### src/rtl/spi_drain_pkg.sv
package spi_drain_pkg;
  typedef enum logic [1:0] {
    ST_IDLE  = 2'd0,
    ST_SHIFT = 2'd1,
    ST_DONE  = 2'd2
  } xfer_state_e;
endpackage

### src/rtl/spi_edge_timer.sv
// Counts system clocks while an exchange runs; ticks every HALF_DIV cycles.
module spi_edge_timer #(
  parameter int HALF_DIV = 4,
  localparam int CW = (HALF_DIV > 1) ? $clog2(HALF_DIV) : 1
) (
  input  logic clk,
  input  logic rst_n,
  input  logic run,
  output logic tick
);
  logic [CW-1:0] cnt_q;

  assign tick = run && (cnt_q == CW'(HALF_DIV - 1));

  always_ff @(posedge clk or negedge rst_n) begin
    if (!rst_n)             cnt_q <= '0;
    else if (!run || tick)  cnt_q <= '0;
    else                    cnt_q <= cnt_q + 1'b1;
  end
endmodule

### src/rtl/spi_shift_unit.sv
// Mode-0 shifter: sample on rising sclk, shift on falling sclk, MSB first.
module spi_shift_unit #(
  parameter int DATA_W = 8
) (
  input  logic              clk,
  input  logic              rst_n,
  input  logic              load,
  input  logic [DATA_W-1:0] load_data,
  input  logic              rise,
  input  logic              fall,
  input  logic              miso,
  output logic              mosi,
  output logic [DATA_W-1:0] rx_byte
);
  logic [DATA_W-1:0] sh_q;
  logic              samp_q;

  always_ff @(posedge clk or negedge rst_n) begin
    if (!rst_n) begin
      sh_q   <= '0;
      samp_q <= 1'b0;
    end else begin
      if (load)      sh_q <= load_data;
      else if (fall) sh_q <= {sh_q[DATA_W-2:0], samp_q};
      if (rise)      samp_q <= miso;
    end
  end

  assign mosi    = sh_q[DATA_W-1];
  assign rx_byte = sh_q;
endmodule

### src/rtl/spi_drain_engine.sv
module spi_drain_engine
  import spi_drain_pkg::*;
#(
  parameter int DATA_W   = 8,
  parameter int DEPTH    = 256,
  parameter int HALF_DIV = 4,
  localparam int LVL_W   = $clog2(DEPTH + 1),
  localparam int BC_W    = $clog2(DATA_W)
) (
  input  logic              clk,
  input  logic              rst_n,
  input  logic              inhibit,
  input  logic              fifo_flush,
  input  logic              tx_valid,
  output logic              tx_ready,
  input  logic [DATA_W-1:0] tx_data,
  output logic              rx_valid,
  input  logic              rx_ready,
  output logic [DATA_W-1:0] rx_data,
  input  logic [LVL_W-1:0]  rx_level,
  output logic              sclk,
  output logic              mosi,
  input  logic              miso,
  output logic              ev_tx_empty,
  output logic              ev_rx_not_empty,
  output logic              ev_rx_full,
  output logic              ev_overrun
);
  xfer_state_e     st_q;
  logic            sclk_q;
  logic [BC_W-1:0] bit_q;
  logic            kill_q;
  logic            tick, rise, fall, last_bit, load, done, deliver;

  assign tx_ready = (st_q == ST_IDLE) && !inhibit;
  assign load     = tx_ready && tx_valid;
  assign rise     = tick && !sclk_q;
  assign fall     = tick && sclk_q;
  assign last_bit = fall && (bit_q == BC_W'(DATA_W - 1));
  assign done     = (st_q == ST_DONE);
  assign deliver  = done && !kill_q && !fifo_flush;

  spi_edge_timer #(.HALF_DIV(HALF_DIV)) u_timer (
    .clk  (clk),
    .rst_n(rst_n),
    .run  (st_q == ST_SHIFT),
    .tick (tick)
  );

  spi_shift_unit #(.DATA_W(DATA_W)) u_shift (
    .clk      (clk),
    .rst_n    (rst_n),
    .load     (load),
    .load_data(tx_data),
    .rise     (rise),
    .fall     (fall),
    .miso     (miso),
    .mosi     (mosi),
    .rx_byte  (rx_data)
  );

  always_ff @(posedge clk or negedge rst_n) begin
    if (!rst_n) begin
      st_q   <= ST_IDLE;
      sclk_q <= 1'b0;
      bit_q  <= '0;
      kill_q <= 1'b0;
    end else begin
      unique case (st_q)
        ST_IDLE: begin
          sclk_q <= 1'b0;
          if (load) begin
            st_q   <= ST_SHIFT;
            bit_q  <= '0;
            kill_q <= 1'b0;
          end
        end
        ST_SHIFT: begin
          if (tick)       sclk_q <= ~sclk_q;
          if (fall)       bit_q  <= bit_q + 1'b1;
          if (last_bit)   st_q   <= ST_DONE;
          if (fifo_flush) kill_q <= 1'b1;
        end
        default: st_q <= ST_IDLE;
      endcase
    end
  end

  assign sclk            = sclk_q;
  assign rx_valid        = deliver;
  assign ev_tx_empty     = done;
  assign ev_rx_not_empty = deliver;
  assign ev_overrun      = deliver && !rx_ready;
  assign ev_rx_full      = deliver && rx_ready && (rx_level == LVL_W'(DEPTH - 1));
endmodule

### config.mk
export PLATFORM = sky130hd
export DESIGN_NAME = spi_drain_engine
export DESIGN_NICKNAME = d
export VERILOG_FILES = /design/src/rtl/spi_drain_pkg.sv /design/src/rtl/spi_edge_timer.sv /design/src/rtl/spi_shift_unit.sv /design/src/rtl/spi_drain_engine.sv
export SDC_FILE = /design/constraint.sdc
export NUM_CORES = 1
export LEC_CHECK = 0
export ABC_CLOCK_PERIOD_IN_PS = 2400
export BUFFER_PORTS_ARGS = -buffer_cell sky130_fd_sc_hd__buf_4
export CAP_MARGIN = 25
export CORE_ASPECT_RATIO = 0.7
export CORE_MARGIN = 10
export CORE_UTILIZATION = 40
export DETAILED_ROUTE_END_ITERATION = 6
export PLACE_DENSITY = 0.69
export RECOVER_POWER = 100
export SLEW_MARGIN = 20
export SYNTH_ARGS = -nofsm -noshare
export SYNTH_HDL_FRONTEND = slang
export SYNTH_SLANG_ARGS = --single-unit
### constraint.sdc
create_clock -name clk -period 2.4 [get_ports clk]
set_input_delay 0.24 -clock clk [delete_from_list [all_inputs] [get_ports clk]]
set_output_delay 0.24 -clock clk [all_outputs]
set_load 0.01 [all_outputs]
==> impl_metrics.env, run 1 <==
export IMPL_cp_required_ns=2.59
export IMPL_synthArstFlopShare_pct=100
export IMPL_min_delay_start="miso"
export IMPL_dp_hpwl_um=1820
export IMPL_tightest_slew_ns=0.958
export IMPL_avgSynthCellArea_um2=13.1
export IMPL_min_path_cells=2
export IMPL_crit_fanout=12
export IMPL_worst_slack_ns=0.550
export IMPL_rsz0062_at_grt="no"
export IMPL_drive_above_1_share_pct=26.5
export IMPL_coreArea_mm2=0.00219
export IMPL_drt_met1_wl_um=1030
export IMPL_die_area_mm2=0.00472
export IMPL_area_delta_synth_final_pct=26.9
export IMPL_wl_met3_um=148
export IMPL_hp_class="in2reg"
export IMPL_grtUsageTotal_pct=9.35
export IMPL_instances_no_fill=145
export IMPL_drt_pass1_iterations=4
export IMPL_die_y_um=60.6
export IMPL_setup_viol=0
export IMPL_port_buffers=39
export IMPL_combPwrFrac_pct=9.9
export IMPL_initial_core_util_pct=42.9
export IMPL_yosysWarnings=0
export IMPL_drv_slew=0
export IMPL_clock_skew_ns=0.0107
export IMPL_vias=683
export IMPL_rows=14
export IMPL_p_sw_mw=0.117
export IMPL_arrival_ns=2.04
export IMPL_antenna_found_initial=0
export IMPL_cts_hold_buf=1
export IMPL_fin_crit_ns=1.85
export IMPL_syn_nets=99
export IMPL_grt_pass1_vias=683
export IMPL_syn_inst=72
export IMPL_ant_nets=0
export IMPL_synth_edff_count=0
export IMPL_gp_congestion=0.710
export IMPL_nets=141
export IMPL_clkPwrFrac_pct=33.4
export IMPL_top_layer_used="met4"
export IMPL_synth_seq_cells=18
export IMPL_swShare_pct=21.2
export IMPL_setup_tns_ns=0
export IMPL_rrSetupSlack_ns=0.55
export IMPL_p_leak_nw=0.558
export IMPL_routedWlPerCell_um=15.1
export IMPL_totalPowerFinal_mw=0.553
export IMPL_fp_dieW_um=77.9
export IMPL_rr_endpoint="u_shift.rx_byte[4]$_DFFE_PN0P_"
export IMPL_endpoint_kind="register"
export IMPL_cts_buffers=3
export IMPL_p_int_mw=0.436
export IMPL_cts_resized=0
export IMPL_drcViolationCount=0
export IMPL_hold_viol_final=0
export IMPL_n_fill_cell=209
export IMPL_vias_per_cell=4.71
export IMPL_design_area_mm2=0.00119
export IMPL_cts_root_buf="clkbuf_4"
export IMPL_dpl_worst_slack_ns=0.568
export IMPL_grt_max_degree=19
export IMPL_ir_drop_mv=0.225
export IMPL_power_density_mw_per_mm2=464
export IMPL_insertion_delay_ns=0.30
export IMPL_io_pins=40
export IMPL_critPathKind="reg2reg"
export IMPL_status="completed"
export IMPL_slew_headroom_pct=36.2
export IMPL_clk_pin_slew_ns=0.11
export IMPL_grt_pass1_wl_um=3370
export IMPL_diodes=0
export IMPL_synth_cell_types=26
export IMPL_drt_iter0_markers=11
export IMPL_synth_area_um2=940
export IMPL_post_cts_repair_setup_buffers=0
export IMPL_cts_tree="done"
export IMPL_placedCellCount=140
export IMPL_r2r_start="st_q[1]$_DFFE_PN0P_"
export IMPL_max_cap_violations=0
export IMPL_max_freq_ghz=0.540
export IMPL_overflow=0
export IMPL_dpl_cell_area_mm2=0.00125
export IMPL_reg2regPathDepth=4
export IMPL_seqPwrFrac_pct=56.7
export IMPL_met2_wirelength_um=987
export IMPL_cts_sinks=18
export IMPL_ctsLongestPathBuffers=2
export IMPL_crit_path_start_kind="register"
export IMPL_period_share_pct=77.1
export IMPL_synth_ff_type="dfrtp_1"
export IMPL_hold_path_end="u_shift.samp_q$_DFFE_PN0P_"
export IMPL_cts_htree_levels=1
export IMPL_ys_seq_area_share_pct=47.9
export IMPL_wl_um=2190
through the flow:
| step | util [%] | hold WS (ns) |
|---|---|---|
| 2_1_floorplan | - | -0.0556 |
| 3_3_place_gp | 56.9 | 0.119 |
| 3_5_place_dp | 56.9 | 0.119 |
| 4_1_cts | 59.0 | 0.145 |
| 5_1_grt | 54.5 | 0.134 |
| 6_report | 54.5 | 0.153 |
registers in the layout, indices dropped and copies added, names as in the netlist:
name	flops
bit_q	3
kill_q	1
sclk	1
st_q	2
u_shift.rx_byte	8
u_shift.samp_q	1
u_timer.cnt_q	2
per-layer routing:
layer | vias to the layer above | global-route usage (%)
li1 | 342 | -
met1 | 313 | 11.0
met2 | 24 | 14.6
met3 | 4 | 4.42
met4 | 0 | 3.82
met5 | - | 0
logic make-up after synthesis:
family          Yosys count  synth area share [%]
compound gates            5                  3.86
buf+inv                   7                  4.79
fa+ha+maj                 3                  4.00
flops                    18                  47.9
mux                      18                  24.8
simple gates             21                  14.6
area by class of cell:
| type | instances | area [um2] | area share (%) |
|---|---|---|---|
| tap | 32 | 40.0 | 3.36 |
| sequential | 18 | 450 | 37.8 |
| multi-input combinational | 47 | 408 | 34.2 |
| timing repair buffer | 41 | 246 | 20.7 |
| inverter | 3 | 11.3 | 0.944 |
| clock buffer | 4 | 36.3 | 3.04 |
power by group through the flow:
| stage | clock network, mW | registers (mW) | logic, mW |
|---|---|---|---|
| after floorplan | 0 | 0.322 | 0.0157 |
| after global placement | 0 | 0.320 | 0.0636 |
| after detailed placement | 0 | 0.321 | 0.0646 |
| after CTS | 0.195 | 0.315 | 0.0663 |
| after global routing | 0.209 | 0.315 | 0.0602 |
| final | 0.185 | 0.314 | 0.0547 |
worst max-delay path, cell delays in order (launching register included):
cell and delay (ns):
dfrtp_1 0.44, nor4b_1 0.32, buf_4 0.25, or2_1 0.37
mux2_1 0.37
cell usage after synthesis (2+ instances only):
master,instances,share of area (%)
dfrtp_1,18,48
mux2_1,8,9.6
mux2_4,8,13
buf_4,3,2.4
ha_1,3,4.0
inv_1,3,1.2
nand2_1,3,1.2
nor3b_1,3,2.4
a22o_1,2,1.9
mux2_2,2,2.4
nor2_1,2,0.80
nor2b_1,2,1.3
nor3_1,2,1.1
how the worst max path moves through the flow:
stage / from / endpoint / slack, ns / cells past startpoint
global route: st_q[1]$_DFFE_PN0P_ / ev_rx_full / 0.37 / 4
floorplan: st_q[1]$_DFFE_PN0P_ / u_shift.rx_byte[1]$_DFFE_PN0P_ / 0.74 / 4
global placement: st_q[1]$_DFFE_PN0P_ / u_shift.rx_byte[2]$_DFFE_PN0P_ / 0.59 / 4
CTS: st_q[1]$_DFFE_PN0P_ / u_shift.rx_byte[3]$_DFFE_PN0P_ / 0.54 / 4
detailed placement: st_q[1]$_DFFE_PN0P_ / u_shift.rx_byte[5]$_DFFE_PN0P_ / 0.57 / 4
finish: st_q[1]$_DFFE_PN0P_ / u_shift.rx_byte[4]$_DFFE_PN0P_ / 0.55 / 4
layout by cell type (no fill, tap or decap), drive strengths merged, types with 2 or more instances in the layout:
cell	Yosys	routed
mux2	18	18
ha	3	3
inv	3	3
clkbuf	0	21
nor3	2	2
buf	4	23
a22o	2	2
nor2b	2	2
nand2	3	3
nor3b	3	3
dfrtp	18	18
nor2	2	2
No activity file was read; power rests on OpenSTA's default activity.
==> run 2, diff against run 1 <==
Settings changed: ABC_CLOCK_PERIOD_IN_PS 2400 to 1800.
Clock period 2.4 ns to 1.8 ns, I/O delays scaled along.
==> run 2 against run 1 <==
Non-clock buffer count is 6 higher. Count of clock-buffer cells in the layout decreased by 1. Wire length rose by 13%. Die area did not move. Highest routed layer unchanged.
==> impl_metrics.env, run 2 (synthesis gave the netlist of run 1 again) <==
export IMPL_r2r_start="st_q[1]$_DFFE_PN0P_"
export IMPL_cts_buffers=3
export IMPL_dpl_cell_area_mm2=0.00129
export IMPL_overflow=0
export IMPL_drv_slew=0
export IMPL_cts_root_buf="clkbuf_4"
export IMPL_die_area_mm2=0.00472
export IMPL_status="completed"
export IMPL_period_share_pct=95.4
export IMPL_arrival_ns=1.89
export IMPL_max_cap_violations=0
export IMPL_port_buffers=39
export IMPL_routedWlPerCell_um=16.4
export IMPL_ir_drop_mv=0.344
export IMPL_clock_skew_ns=0.00196
export IMPL_hp_class="in2reg"
export IMPL_hold_ws_ns=0.116
export IMPL_ant_nets=0
export IMPL_fin_crit_ns=1.72
export IMPL_power_density_mw_per_mm2=533
export IMPL_combPwrFrac_pct=11.6
export IMPL_hold_path_end="u_shift.samp_q$_DFFE_PN0P_"
export IMPL_grt_pass1_vias=770
export IMPL_min_path_cells=2
export IMPL_cts_htree_levels=1
export IMPL_final_common_cell="buf_4"
export IMPL_grtUsageTotal_pct=10.8
export IMPL_initial_core_util_pct=42.9
export IMPL_coreArea_mm2=0.00219
export IMPL_diodes=0
export IMPL_p_int_mw=0.541
export IMPL_insertion_delay_ns=0.28
export IMPL_endpoint_kind="register"
export IMPL_io_pins=40
export IMPL_rsz0062_at_grt="no"
export IMPL_area_delta_synth_final_pct=37.8
export IMPL_cts_tree="done"
export IMPL_grt_max_degree=19
export IMPL_drt_pass1_iterations=4
export IMPL_die_y_um=60.6
export IMPL_rrSetupSlack_ns=0.08
export IMPL_cts_sinks=18
export IMPL_rr_endpoint="u_shift.rx_byte[1]$_DFFE_PN0P_"
export IMPL_swShare_pct=21.5
export IMPL_placedCellCount=144
export IMPL_slew_headroom_pct=36.3
export IMPL_design_area_mm2=0.00129
export IMPL_final_cell_mix="buf_4, dfrtp_1, clkbuf_1"
export IMPL_min_delay_start="miso"
export IMPL_hold_viol_final=0
export IMPL_crit_fanout=8
export IMPL_max_freq_ghz=0.582
export IMPL_dpl_worst_slack_ns=0.173
export IMPL_setup_viol=0
export IMPL_n_fill_cell=208
export IMPL_grt_pass1_wl_um=3910
export IMPL_wl_um=2460
export IMPL_reg2regPathDepth=5
export IMPL_crit_path_start_kind="register"
export IMPL_rows=14
export IMPL_drt_iter0_markers=25
export IMPL_vias=720
export IMPL_nets=147
export IMPL_seqPwrFrac_pct=60.8
export IMPL_vias_per_cell=4.80
export IMPL_antenna_found_initial=0
export IMPL_drcViolationCount=0
export IMPL_drive_above_1_share_pct=40.7
export IMPL_setup_tns_ns=0
export IMPL_instances_no_fill=150
export IMPL_p_leak_nw=0.606
export IMPL_worst_slack_ns=0.0820
export IMPL_p_sw_mw=0.149
export IMPL_clk_pin_slew_ns=0.09
export IMPL_critPathKind="reg2reg"
export IMPL_dp_hpwl_um=2010
export IMPL_clkPwrFrac_pct=27.6
export IMPL_ctsLongestPathBuffers=2
export IMPL_cp_required_ns=1.97
export IMPL_tightest_slew_ns=0.956
export IMPL_fp_dieW_um=77.9
export IMPL_gp_congestion=0.719
export IMPL_largest_register_ffs=8
run 2: cell types whose count changed in the layout (fill, tap and decap cells not counted), sizes merged:
cell    change
buf         +8
clkbuf      -3
run 2: cell type report:
type | count | area, um2 | area share (%)
Clock buffer | 3 | 22.5 | 1.74
Sequential cell | 18 | 450 | 34.8
Multi-Input combinational cell | 47 | 459 | 35.5
Tap cell | 32 | 40.0 | 3.09
Inverter | 3 | 11.3 | 0.870
Timing Repair Buffer | 47 | 312 | 24.1
run 2: critical path: stages, from the launching register on:
cell and delay, ns:
dfrtp_1 0.41, buf_4 0.16, and4b_1 0.37, or2_0 0.21, buf_12 0.16, mux2_4 0.30
run 2: power groups by stage:
stage | sequential (mW) | clock, mW | combinational, mW
finish | 0.420 | 0.190 | 0.0801
global route | 0.421 | 0.227 | 0.0878
CTS | 0.420 | 0.203 | 0.0894
detailed placement | 0.428 | 0 | 0.0872
global placement | 0.427 | 0 | 0.0846
floorplan | 0.430 | 0 | 0.0209
run 2: worst max path at each step:
stage / depth (start not counted) / start / endpoint / slack (ns)
after floorplan: 4 / st_q[1]$_DFFE_PN0P_ / u_shift.rx_byte[1]$_DFFE_PN0P_ / 0.14
after global placement: 5 / u_timer.cnt_q[0]$_DFF_PN0_ / u_shift.rx_byte[5]$_DFFE_PN0P_ / 0.21
after detailed placement: 5 / st_q[1]$_DFFE_PN0P_ / u_shift.rx_byte[1]$_DFFE_PN0P_ / 0.17
after CTS: 5 / st_q[0]$_DFFE_PN0P_ / ev_rx_full / 0.02
after global routing: 5 / st_q[1]$_DFFE_PN0P_ / u_shift.rx_byte[1]$_DFFE_PN0P_ / 0.01
final: 5 / st_q[1]$_DFFE_PN0P_ / u_shift.rx_byte[1]$_DFFE_PN0P_ / 0.08
run 2: what timing repair did:
item                                   in CTS  in global routing
resized for setup                           0                  4
setup endpoints to repair                   0                  1
endpoints found under the hold margin      18                  0
hold buffers                                1                  0
buffers inserted                            0                  2
run 2: stage by stage:
step | power (mW) | utilization, %
final | 0.690 | 59.1
after global routing | 0.736 | 59.1
after CTS | 0.712 | 60.3
after detailed placement | 0.515 | 58.9
after global placement | 0.512 | 58.9
after floorplan | 0.451 | -
run 2: per-layer routing:
layer	track usage, %	share of wire [%]	vias to the layer above
met5	0	0	-
met4	3.05	0.57	0
met3	4.57	6.8	2
met2	18.8	49	24
met1	12.0	44	342
li1	-	-	352
